### src/rtl/rxdma_pkg.sv
package rxdma_pkg;
   typedef enum logic [2:0] {
      ST_IDLE,
      ST_FETCH,
      ST_RECV,
      ST_WRITE,
      ST_WBACK
   } rxdma_state_e;

   localparam logic [2:0] RA_BASE = 3'd0;
   localparam logic [2:0] RA_CUR  = 3'd1;
   localparam logic [2:0] RA_END  = 3'd2;
   localparam logic [2:0] RA_CTL  = 3'd3;
   localparam logic [2:0] RA_STAT = 3'd4;

   localparam int SB_EOF  = 7;
   localparam int SB_FULL = 6;
endpackage

### src/rtl/rxdma_regs.sv
module rxdma_regs
   import rxdma_pkg::*;
#(
   parameter int BASE_W = 8,
   parameter int PTR_W  = 16
) (
   input  logic              clk,
   input  logic              rst_n,
   input  logic              wr_en,
   input  logic [2:0]        wr_addr,
   input  logic [PTR_W-1:0]  wr_data,
   output logic [PTR_W-1:0]  rd_data,
   input  logic              cur_load,
   input  logic [PTR_W-1:0]  cur_next,
   input  logic              en_clr,
   input  logic              eoc_set,
   output logic [BASE_W-1:0] base_q,
   output logic [PTR_W-1:0]  cur_q,
   output logic [PTR_W-1:0]  end_q,
   output logic              en_q,
   output logic              multi_q,
   output logic              ie_q,
   output logic              irq
);
   logic eoc_q;
   logic wr_base, wr_cur, wr_end, wr_ctl, wr_stat;

   assign wr_base = wr_en && (wr_addr == RA_BASE);
   assign wr_cur  = wr_en && (wr_addr == RA_CUR);
   assign wr_end  = wr_en && (wr_addr == RA_END);
   assign wr_ctl  = wr_en && (wr_addr == RA_CTL);
   assign wr_stat = wr_en && (wr_addr == RA_STAT);

   always_ff @(posedge clk or negedge rst_n) begin
      if (!rst_n) begin
         base_q  <= '0;
         cur_q   <= '0;
         end_q   <= '0;
         en_q    <= 1'b0;
         multi_q <= 1'b0;
         ie_q    <= 1'b0;
         eoc_q   <= 1'b0;
      end else begin
         if (wr_base) base_q <= wr_data[BASE_W-1:0];
         if (wr_end)  end_q  <= wr_data;
         // engine reload beats a simultaneous host write
         if (cur_load)    cur_q <= cur_next;
         else if (wr_cur) cur_q <= wr_data;
         if (wr_ctl) begin
            en_q    <= wr_data[0];
            multi_q <= wr_data[1];
            ie_q    <= wr_data[2];
         end
         if (en_clr) en_q <= 1'b0;
         if (eoc_set)                     eoc_q <= 1'b1;
         else if (wr_stat && wr_data[0])  eoc_q <= 1'b0;
      end
   end

   assign irq = eoc_q & ie_q;

   always_comb begin
      case (wr_addr)
         RA_BASE: rd_data = PTR_W'(base_q);
         RA_CUR:  rd_data = cur_q;
         RA_END:  rd_data = end_q;
         RA_CTL:  rd_data = PTR_W'({ie_q, multi_q, en_q});
         RA_STAT: rd_data = PTR_W'(eoc_q);
         default: rd_data = '0;
      endcase
   end

   AST_PTR_RELOAD: assert property (@(posedge clk) disable iff (!rst_n)
      $past(cur_load) |-> (cur_q == $past(cur_next)));
   AST_EOC_DISABLES: assert property (@(posedge clk) disable iff (!rst_n)
      $rose(eoc_q) |-> !en_q);
   AST_FLAG_STICKY: assert property (@(posedge clk) disable iff (!rst_n)
      (eoc_q && !(wr_stat && wr_data[0])) |=> eoc_q);
endmodule

### src/rtl/rxdma_engine.sv
module rxdma_engine
   import rxdma_pkg::*;
#(
   parameter int BASE_W = 8,
   parameter int PTR_W  = 16,
   parameter int LEN_W  = 16,
   localparam int AW    = BASE_W + PTR_W
) (
   input  logic              clk,
   input  logic              rst_n,
   input  logic              en,
   input  logic              multi,
   input  logic [BASE_W-1:0] base,
   input  logic [PTR_W-1:0]  cur,
   input  logic [PTR_W-1:0]  endp,
   input  logic              rx_valid,
   input  logic [7:0]        rx_data,
   input  logic              rx_last,
   output logic              rx_ready,
   output logic              mem_req,
   output logic              mem_we,
   output logic [AW-1:0]     mem_addr,
   output logic [7:0]        mem_wdata,
   input  logic              mem_ack,
   input  logic [7:0]        mem_rdata,
   output logic              cur_load,
   output logic [PTR_W-1:0]  cur_next,
   output logic              en_clr,
   output logic              eoc_set
);
   localparam int LINK_B  = PTR_W / 8;
   localparam int ADDR_B  = AW / 8;
   localparam int LEN_B   = LEN_W / 8;
   localparam int FETCH_N = LINK_B + ADDR_B + LEN_B;
   localparam int WB_OFS  = LINK_B + ADDR_B;
   localparam int WB_N    = LEN_B + 1;
   localparam int IDX_W   = $clog2(FETCH_N);

   rxdma_state_e     state;
   logic [AW-1:0]    desc_addr;
   logic [IDX_W-1:0] idx;
   logic [7:0]       fbyte [FETCH_N];
   logic [LEN_W-1:0] count, count_n;
   logic [7:0]       hold_byte;
   logic             hold_last, eof_seen, full_seen;
   logic [PTR_W-1:0] link_w;
   logic [AW-1:0]    buf_w;
   logic [LEN_W-1:0] len_w;
   logic [7:0]       cnt_byte, status_byte;
   logic             at_end;

   genvar g;
   generate
      for (g = 0; g < LINK_B; g++) begin : g_link
         assign link_w[g*8 +: 8] = fbyte[g];
      end
      for (g = 0; g < ADDR_B; g++) begin : g_buf
         assign buf_w[g*8 +: 8] = fbyte[LINK_B + g];
      end
      for (g = 0; g < LEN_B; g++) begin : g_len
         assign len_w[g*8 +: 8] = fbyte[WB_OFS + g];
      end
   endgenerate

   assign count_n  = count + LEN_W'(1);
   assign at_end   = (cur == endp);
   assign cur_next = link_w;

   always_comb begin
      cnt_byte = '0;
      for (int k = 0; k < LEN_B; k++)
         if (idx == IDX_W'(k)) cnt_byte = count[k*8 +: 8];
      status_byte          = '0;
      status_byte[SB_EOF]  = eof_seen;
      status_byte[SB_FULL] = full_seen;
   end

   always_comb begin
      rx_ready  = 1'b0;
      mem_req   = 1'b0;
      mem_we    = 1'b0;
      mem_addr  = '0;
      mem_wdata = '0;
      cur_load  = 1'b0;
      en_clr    = 1'b0;
      eoc_set   = 1'b0;
      case (state)
         ST_IDLE: begin
            if (en && rx_valid && at_end) begin
               eoc_set = 1'b1;
               en_clr  = 1'b1;
            end
         end
         ST_FETCH: begin
            mem_req  = 1'b1;
            mem_addr = desc_addr + AW'(idx);
         end
         ST_RECV: rx_ready = 1'b1;
         ST_WRITE: begin
            mem_req   = 1'b1;
            mem_we    = 1'b1;
            mem_addr  = buf_w + AW'(count);
            mem_wdata = hold_byte;
         end
         ST_WBACK: begin
            mem_req   = 1'b1;
            mem_we    = 1'b1;
            mem_addr  = desc_addr + AW'(WB_OFS) + AW'(idx);
            mem_wdata = (idx < IDX_W'(LEN_B)) ? cnt_byte : status_byte;
            if (mem_ack && idx == IDX_W'(WB_N - 1)) begin
               cur_load = 1'b1;
               en_clr   = eof_seen && !multi;
            end
         end
         default: ;
      endcase
   end

   always_ff @(posedge clk or negedge rst_n) begin
      if (!rst_n) begin
         state     <= ST_IDLE;
         desc_addr <= '0;
         idx       <= '0;
         count     <= '0;
         hold_byte <= '0;
         hold_last <= 1'b0;
         eof_seen  <= 1'b0;
         full_seen <= 1'b0;
         for (int k = 0; k < FETCH_N; k++) fbyte[k] <= '0;
      end else begin
         case (state)
            ST_IDLE: begin
               if (en && rx_valid && !at_end) begin
                  desc_addr <= {base, cur};
                  idx       <= '0;
                  state     <= ST_FETCH;
               end
            end
            ST_FETCH: begin
               if (mem_ack) begin
                  for (int k = 0; k < FETCH_N; k++)
                     if (idx == IDX_W'(k)) fbyte[k] <= mem_rdata;
                  if (idx == IDX_W'(FETCH_N - 1)) begin
                     count <= '0;
                     state <= ST_RECV;
                  end else begin
                     idx <= idx + IDX_W'(1);
                  end
               end
            end
            ST_RECV: begin
               if (rx_valid) begin
                  hold_byte <= rx_data;
                  hold_last <= rx_last;
                  state     <= ST_WRITE;
               end
            end
            ST_WRITE: begin
               if (mem_ack) begin
                  count <= count_n;
                  if (hold_last || count_n == len_w) begin
                     eof_seen  <= hold_last;
                     full_seen <= (count_n == len_w);
                     idx       <= '0;
                     state     <= ST_WBACK;
                  end else begin
                     state <= ST_RECV;
                  end
               end
            end
            ST_WBACK: begin
               if (mem_ack) begin
                  if (idx == IDX_W'(WB_N - 1)) state <= ST_IDLE;
                  else idx <= idx + IDX_W'(1);
               end
            end
            default: state <= ST_IDLE;
         endcase
      end
   end

   AST_MEM_HOLD: assert property (@(posedge clk) disable iff (!rst_n)
      (mem_req && !mem_ack) |=> (mem_req && $stable(mem_addr) && $stable(mem_we)
                                 && $stable(mem_wdata)));
   AST_RX_BLOCKED: assert property (@(posedge clk) disable iff (!rst_n)
      mem_req |-> !rx_ready);
   AST_COUNT_BOUND: assert property (@(posedge clk) disable iff (!rst_n)
      (state == ST_WRITE) |-> (len_w == '0 || count < len_w));
endmodule

### src/rtl/rxdma_chain.sv
module rxdma_chain
   import rxdma_pkg::*;
#(
   parameter int BASE_W = 8,
   parameter int PTR_W  = 16,
   parameter int LEN_W  = 16,
   localparam int AW    = BASE_W + PTR_W
) (
   input  logic             clk,
   input  logic             rst_n,
   input  logic             reg_we,
   input  logic [2:0]       reg_addr,
   input  logic [PTR_W-1:0] reg_wdata,
   output logic [PTR_W-1:0] reg_rdata,
   input  logic             rx_valid,
   input  logic [7:0]       rx_data,
   input  logic             rx_last,
   output logic             rx_ready,
   output logic             mem_req,
   output logic             mem_we,
   output logic [AW-1:0]    mem_addr,
   output logic [7:0]       mem_wdata,
   input  logic [7:0]       mem_rdata,
   input  logic             mem_ack,
   output logic             irq
);
   generate
      if (BASE_W % 8 != 0 || PTR_W % 8 != 0 || LEN_W % 8 != 0) begin : g_bad_align
         $error("rxdma_chain: widths must be whole bytes");
      end
      if (BASE_W > PTR_W || LEN_W > 32) begin : g_bad_size
         $error("rxdma_chain: base wider than pointer or length too wide");
      end
   endgenerate

   logic [BASE_W-1:0] base_q;
   logic [PTR_W-1:0]  cur_q, end_q, cur_next;
   logic              en_q, multi_q, ie_q;
   logic              cur_load, en_clr, eoc_set;

   rxdma_regs #(.BASE_W(BASE_W), .PTR_W(PTR_W)) u_regs (
      .clk      (clk),
      .rst_n    (rst_n),
      .wr_en    (reg_we),
      .wr_addr  (reg_addr),
      .wr_data  (reg_wdata),
      .rd_data  (reg_rdata),
      .cur_load (cur_load),
      .cur_next (cur_next),
      .en_clr   (en_clr),
      .eoc_set  (eoc_set),
      .base_q   (base_q),
      .cur_q    (cur_q),
      .end_q    (end_q),
      .en_q     (en_q),
      .multi_q  (multi_q),
      .ie_q     (ie_q),
      .irq      (irq)
   );

   rxdma_engine #(.BASE_W(BASE_W), .PTR_W(PTR_W), .LEN_W(LEN_W)) u_engine (
      .clk       (clk),
      .rst_n     (rst_n),
      .en        (en_q),
      .multi     (multi_q),
      .base      (base_q),
      .cur       (cur_q),
      .endp      (end_q),
      .rx_valid  (rx_valid),
      .rx_data   (rx_data),
      .rx_last   (rx_last),
      .rx_ready  (rx_ready),
      .mem_req   (mem_req),
      .mem_we    (mem_we),
      .mem_addr  (mem_addr),
      .mem_wdata (mem_wdata),
      .mem_ack   (mem_ack),
      .mem_rdata (mem_rdata),
      .cur_load  (cur_load),
      .cur_next  (cur_next),
      .en_clr    (en_clr),
      .eoc_set   (eoc_set)
   );
endmodule

### config.mk
export PLATFORM = sky130hd
export DESIGN_NAME = rxdma_chain
export DESIGN_NICKNAME = d
export VERILOG_FILES = /design/src/rtl/rxdma_pkg.sv /design/src/rtl/rxdma_regs.sv /design/src/rtl/rxdma_engine.sv /design/src/rtl/rxdma_chain.sv
export SDC_FILE = /design/constraint.sdc
export NUM_CORES = 1
export LEC_CHECK = 0
export ABC_AREA = 1
export BUFFER_PORTS_ARGS = -buffer_cell sky130_fd_sc_hd__buf_2
export CAP_MARGIN = 25
export CORE_MARGIN = 3
export CORE_UTILIZATION = 37
export DETAILED_ROUTE_END_ITERATION = 16
export PLACE_DENSITY_LB_ADDON = 0.05
export SYNTH_ARGS = -nofsm -noshare
export SYNTH_HDL_FRONTEND = slang
export SYNTH_SLANG_ARGS = --single-unit
### constraint.sdc
create_clock -name clk -period 2.7 [get_ports clk]
set_input_delay 0.27 -clock clk [delete_from_list [all_inputs] [get_ports clk]]
set_output_delay 0.27 -clock clk [all_outputs]
set_load 0.005 [all_outputs]
==> impl_metrics.csv, run 1 <==
group,metric,value,unit
clock_tree,cts_tree,"done",
timing,max_freq,329,MHz
drt,viasPerCell,5.38,
drt,finalWirelength,35000,µm
global_routing,grt_max_degree,57,
drt,dr_total_vias,9791,
synthesis,synth.most_common_cell,"nand2_1",
synthesis,syn_avg_cell_area,7.46,µm²
worst_setup_path,max_stage_delay,0.38,ns
pwr,irDropWorstVdd,0.000441,V
run_status,status,"finished, violations left",
min_path,hp-class,"in2reg",
timing,worst_pin_slew,0.682,ns
pwr,power,12.6,mW
layout,nets,1547,
synthesis,synth_compound_area_share,17.9,%
clock_tree,root_buffer,"clkbuf_16",
layout,insertedDiodeCount,0,
placement,hpwl,26200,µm
timing,maxSlewHeadroom,54.4,%
timing,setup-tns-final,-3.71,ns
worst_setup_path,arrival,2.77,ns
floorplanning,die_width,170,µm
floorplanning,num_rows,59,
timing,period_share,113,%
global_routing,track_usage,24.5,%
worst_setup_path,path_max_fanout,3,
layout,regArea,0.00393,mm²
synthesis,ys_seq_elements,157,
timing,rsz0062_at_grt,"yes",
layout,area.growth.synth_to_final,23.7,%
synthesis,synthMuxAreaShare,1.70,%
pwr,pwr_density_cell,1030,mW/mm²
synthesis,synth.top_cells.by_area,"dfrtp_1, nand2_1, o21ai_0",
timing,setup_viol,19,
floorplanning,die-area,0.0288,mm²
worst_setup_path,cp_num_buf_inv,2,
drt,drtIter0Drc,813,
floorplanning,die_h,170,µm
timing,fin_worst_skew,0.0153,ns
timing,layout_min_cycle_time,3.04,ns
worst_setup_path,required,2.43,ns
global_routing,antenna_found_initial,2,
clock_tree,clkSlewWorstSetupHoldPaths,0.07,ns
synthesis,synth_xor_area_share,2.58,%
synthesis,synth_edf_count,0,
run_status,violations,"negative setup slack",
layout,drive_gt1_share,21.7,%
clock_tree,cts_sinks,157,
layout,multiInputGateArea,0.00574,mm²
global_routing,grt_pass1_vias,9510,
floorplanning,start_util,37.8,%
job,max-cap-violations,0,
clock_tree,clock_latency,0.44,ns
drt,ant_nets,0,
synthesis,synth_top_family_by_area,"simple AND/OR/NAND/NOR gates",
worst_setup_path,startpoint_type,"flop",
drt,drcViolationCount,0,
worst_setup_path,crit_slowest_cell,"dfrtp_1",
placement,pre_cts_slack,0.0340,ns
pwr,leakagePower,5.51,nW
placement,port_buffers,92,
synthesis,synth_top_area_share,39.6,%
worst_setup_path,end_kind,"primary output",
clock_tree,h-tree-depth,4,
timing,maxSlewViolCount,0,
drt,wire_per_inst,19.2,µm
global_routing,gr-total-overflow,0,
synthesis,synth_largest_area_cell,"dfrtp_1",
synthesis,synthTopCellsByCount,"nand2_1, o21ai_0, dfrtp_1",
synthesis,synth-seq-area-share,39.6,%
floorplanning,coreArea,0.0262,mm²
timing,fin_ws,-0.338,ns
global_routing,grt_pass1_wl,54300,µm
synthesis,syn_area,0.00991,mm²
clock_tree,cts_buffers,17,
layout,fill_cells,2681,
synthesis,ys_warn_count,0,
worst_setup_path,critPathKind,"reg2out",
timing,final_hold_viol_count,0,
synthesis,async_flop_share,100,%
clock_tree,max-clock-path-buffers,2,
synthesis,synth_fp_nets,1404,
placement,gp_congestion,0.886,
synthesis,ys.flop_type,"dfrtp_1",
floorplanning,ios,93,
synthesis,synthSimpleGateAreaFrac,26.6,%
synthesis,ys_types,50,
worst_setup_path,worstPathCellList,"ha_2 -> inv_2 -> fa_2 -> or2_4 -> a21oi_4 -> nand2_2 -> nor2_4 -> nand2_2 -> nor2_4 -> nand3b_1 -> o31ai_2 -> nand3_1 -> buf_2",
synthesis,synth_fa_ha_area_share,4.59,%
drt,drtPass1Iterations,5,
synthesis,syn_inst,1329,
worst_setup_path,cp_top_family,"simple AND/OR/NAND/NOR gates",
==> cell type report <==
class,instances,area share [%]
multi-input combinational,990,46.8
sequential,157,32.1
timing repair buffer,157,8.17
inverter,149,4.56
clock buffer,20,3.64
tap,335,3.42
clock inverter,11,1.29
==> worst reg2reg max path: stages (launching register included) <==
cell and delay, ns:
dfrtp_1 0.41, buf_4 0.17, ha_1 0.26, nand3_2 0.15
nor2_2 0.18, nand2_1 0.09, nand3b_1 0.09, nand2_1 0.06
nor2_1 0.14, nand2_1 0.13, nor2_2 0.11, nand3_2 0.13
nand3_2 0.16, nand2_2 0.08, nand2_1 0.07, nand2_1 0.06
==> layer usage <==
layer,routed length (µm),global-route usage (%),part of all wire (%),vias up
li1,-,-,-,4767
met1,17300,36.3,50,4691
met2,15400,37.2,44,280
met3,1530,3.68,4.4,53
met4,731,6.54,2.1,0
met5,0,0,0,-
==> power by group <==
group / switching (mW) / internal, mW
clock: 1.05 / 1.49
combinational: 3.63 / 2.41
sequential: 0.831 / 3.15
==> what timing repair did <==
action,in CTS,in global routing
endpoints found under the setup margin,21,20
hold endpoints to repair,45,0
gates resized for setup,80,36
buffers inserted,10,5
hold buffers,1,0
pin swaps,29,18
==> state kept, by name (all words and copies together) (netlist names), 3 cells and up <==
register and flops:
u_engine.buf_w 24, u_regs.end_q 16, u_engine.count 16, u_engine.fbyte 16, u_engine.cur_next 16, u_engine.state 3
u_regs.base_q 8, u_engine.desc_addr 24, u_engine.idx 3, u_engine.hold_byte 8, u_regs.cur_q 16
==> path summary, 6_finish.rpt <==
path	from	end	slack (ns)	cells after the start
worst max-delay path	u_engine.idx[0]	mem_addr[16]	-0.34	13
worst min-delay path	rx_data[0]	u_engine.hold_byte[0]	0.06	2
worst max register to register	u_engine.count[0]	u_engine.idx[2]	0.29	15
worst min register to register	u_engine.cur_next[15]	u_engine.cur_next[15]	0.49	2
max in group asynchronous	rst_n	u_engine.count[12]	1.60	3
min in group asynchronous	rst_n	u_engine.desc_addr[17]	0.35	2
==> cells in the final DEF (no fill, tap or decap), drive strengths merged, types with 2 or more instances in the layout <==
cell type	n
nand3b	7
o211ai	30
o31ai	7
o311ai	3
bufinv	3
ha	30
o221ai	4
or2	12
nand3	109
xnor2	14
xnor3	2
a31oi	3
dfrtp	157
nor4	3
o21bai	2
inv	153
fa	4
clkinv	2
a21oi	59
nand4	19
buf	156
o2111ai	3
clkbuf	20
o22ai	17
mux2	15
o21ai	185
nor2	89
nor3	14
nand2	345
xor2	10
clkinvlp	2
==> kinds of logic (layout without fill, tap and decap cells) <==
family,Yosys count,count (layout)
AO/OA/AOI/OAI,316,316
XOR/XNOR,26,26
adder cells (fa/ha/maj),34,34
buffers and inverters,182,337
flip-flops,157,157
multiplexers,15,15
AND/OR/NAND/NOR,599,599
==> through the flow <==
step / hold slack (ns) / utilization [%] / cells / area [µm²]
2_1_floorplan: -0.0256 / - / 1329 / 9910
3_3_place_gp: 0.259 / 42.2 / 1772 / 11100
3_5_place_dp: 0.254 / 42.2 / 1772 / 11100
4_1_cts: 0.0512 / 46.1 / 1814 / 12100
5_1_grt: 0.0536 / 46.8 / 1819 / 12300
6_report: 0.0637 / 46.8 / 1819 / 12300
Note: power is estimated with default switching activity, not from simulation.
==> run 2: changes to the inputs <==
--- a/config.mk
+++ b/config.mk
@@ -11,7 +11,8 @@
 export CORE_MARGIN = 3
 export CORE_UTILIZATION = 37
 export DETAILED_ROUTE_END_ITERATION = 16
-export PLACE_DENSITY_LB_ADDON = 0.05
+export PLACE_DENSITY = 0.66
 export SYNTH_ARGS = -nofsm -noshare
 export SYNTH_HDL_FRONTEND = slang
+export SYNTH_HIERARCHICAL = 1
 export SYNTH_SLANG_ARGS = --single-unit
==> impl_metrics.csv, run 2 <==
group,metric,value,unit
timing,max_freq,325,MHz
clock_tree,clkSlewWorstSetupHoldPaths,0.06,ns
min_path,hold_start,"rx_data[2]",
worst_setup_path,crit_slowest_cell,"dfrtp_1",
worst_setup_path,cp_top_family,"adder cells",
synthesis,syn_inst,1429,
synthesis,synthTopCellsByCount,"nand2_1, dfrtp_1, inv_1",
worst_setup_path,required,2.43,ns
pwr,leakagePower,6.06,nW
drt,ant_nets,0,
worst_setup_path,arrival,2.81,ns
layout,final_common_cell,"nand2_1",
floorplanning,die_h,174,µm
placement,gp_congestion,0.947,
clock_tree,cts_tree,"done",
synthesis,synth_edf_count,0,
timing,worst_pin_slew,0.691,ns
floorplanning,die-area,0.0303,mm²
timing,period_share,114,%
layout,final_cell_mix,"nand2_1, dfrtp_1, inv_1, nor2_1, o21ai_0",
pwr,pwr_density_cell,1020,mW/mm²
drt,drtPass1Iterations,5,
drt,viasPerCell,5.28,
layout,nets,1644,
run_status,status,"finished, violations left",
layout,insertedDiodeCount,0,
worst_setup_path,max_stage_delay,0.42,ns
synthesis,synth_largest_area_cell,"dfrtp_1",
drt,dr_total_vias,10300,
floorplanning,ios,93,
timing,fin_ws,-0.380,ns
clock_tree,cts_sinks,157,
pwr,power,12.9,mW
synthesis,synth.top_cells.by_area,"dfrtp_1, nand2_1, o21ai_0",
placement,hpwl,24900,µm
layout,instances_no_fill,1952,
worst_setup_path,critPathKind,"reg2out",
synthesis,ys_types,55,
min_path,hold_path_end,"u_engine/hold_byte[2]",
synthesis,synth_fp_nets,1504,
placement,dpl.cell_count,1897,
global_routing,grt_pass1_wl,52800,µm
synthesis,async_flop_share,100,%
drt,drcViolationCount,0,
worst_setup_path,end_kind,"primary output",
global_routing,grt_pass1_vias,9781,
clock_tree,clock_latency,0.43,ns
timing,fin_worst_skew,0.0106,ns
run_status,violations,"negative setup slack",
worst_setup_path,r2r-start,"u_engine/count[0]",
clock_tree,h-tree-depth,4,
global_routing,antenna_found_initial,0,
synthesis,synth.most_common_cell,"nand2_1",
timing,maxSlewViolCount,0,
synthesis,synth_top_area_share,37.5,%
global_routing,gr-total-overflow,0,
layout,area.growth.synth_to_final,21.5,%
worst_setup_path,worstPathCellList,"ha_4 -> ha_4 -> fa_2 -> nand2_2 -> a21oi_2 -> nand2_2 -> nor2_4 -> nand2_4 -> buf_4 -> buf_6 -> o21ai_2 -> nand2_1 -> o211ai_1 -> buf_2",
clock_tree,root_buffer,"clkbuf_16",
floorplanning,coreArea,0.0274,mm²
synthesis,synth-seq-area-share,37.5,%
drt,drtIter0Drc,1052,
floorplanning,start_util,38.2,%
layout,fin_util,46.4,%
global_routing,track_usage,21.9,%
worst_setup_path,ff2ff_setup_slack,0.30,ns
pwr,irDropWorstVdd,0.000392,V
synthesis,syn_avg_cell_area,7.32,µm²
job,max-cap-violations,0,
placement,port_buffers,92,
timing,final_hold_viol_count,0,
placement,pre_cts_slack,-0.0256,ns
timing,layout_min_cycle_time,3.08,ns
synthesis,ys_warn_count,6,
layout,drive_gt1_share,24.1,%
clock_tree,max-clock-path-buffers,2,
timing,rsz0062_at_grt,"yes",
floorplanning,die_width,174,µm
min_path,hp-class,"in2reg",
drt,finalWirelength,33600,µm
timing,setup_viol,20,
timing,whs,0.0760,ns
worst_setup_path,r2r-end,"u_engine/idx[2]",
worst_setup_path,cp_num_buf_inv,3,
clock_tree,cts_buffers,17,
worst_setup_path,path_max_fanout,3,
synthesis,ys.flop_type,"dfrtp_1",
worst_setup_path,worst-r2r-cell-count,16,
worst_setup_path,startpoint_type,"flop",
timing,maxSlewHeadroom,53.8,%
synthesis,ys_seq_elements,157,
floorplanning,num_rows,60,
min_path,min_path_cells,2,
synthesis,syn_area,0.0105,mm²
drt,wire_per_inst,17.2,µm
global_routing,grt_max_degree,93,
-- run 2: cells by family (layout without fill, tap and decap cells) --
family	Yosys count	after routing	synth area share, %
simple gates	701	701	29.7
compound gates	287	287	15.8
buf+inv	209	360	8.65
flops	157	157	37.5
fa+ha+maj	34	34	4.35
xor+xnor	27	27	2.40
mux	14	14	1.51
-- run 2: report_power, final --
part / switching, mW / internal, mW / total [mW]
sequential: 0.890 / 3.13 / 4.02
combinational: 3.93 / 2.60 / 6.53
clock: 0.996 / 1.36 / 2.35
total: 5.82 / 7.09 / 12.9
-- run 2: how the worst max path moves through the flow --
stage / startpoint / endpoint / slack, ns / depth (start not counted)
floorplan: u_engine/idx[2] / mem_addr[15] / 0.07 / 15
global placement: u_engine/idx[1] / mem_addr[15] / 0.02 / 15
detailed placement: u_engine/idx[0] / mem_addr[16] / -0.03 / 12
CTS: u_engine/desc_addr[1] / mem_addr[15] / -0.33 / 15
global route: u_engine/desc_addr[1] / mem_addr[17] / -0.52 / 14
finish: u_engine/desc_addr[1] / mem_addr[17] / -0.38 / 14
-- run 2: what timing repair did --
| action | in CTS | in global routing |
|---|---|---|
| hold buffers | 1 | 0 |
| setup endpoints to repair | 26 | 29 |
| gates resized for setup | 80 | 48 |
| setup buffers | 18 | 7 |
| pin swaps | 25 | 21 |
| endpoints found under the hold margin | 65 | 0 |
-- run 2: final cells by class --
cell class                      count  area [µm²]
Clock buffer                       17         425
Clock inverter                     13         141
Fill cell                        2710       14700
Inverter                          158         593
Multi-Input combinational cell   1063        6050
Sequential cell                   157        3930
Tap cell                          372         465
Timing Repair Buffer              172        1110
-- run 2: metrics by stage --
| stage | setup TNS [ns] | instance area (µm²) |
|---|---|---|
| after floorplan | 0 | 10500 |
| after global placement | 0 | 11500 |
| after detailed placement | -0.0484 | 11500 |
| after CTS | -4.17 | 12500 |
| after global routing | -9.00 | 12700 |
| final | -5.18 | 12700 |
-- run 2: per-layer routing --
metal	global-route usage, %	routed length [µm]	up-vias
li1	-	-	5003
met1	30.9	15500	4885
met2	34.2	15200	363
met3	4.15	2120	53
met4	6.67	757	0
met5	0	0	-
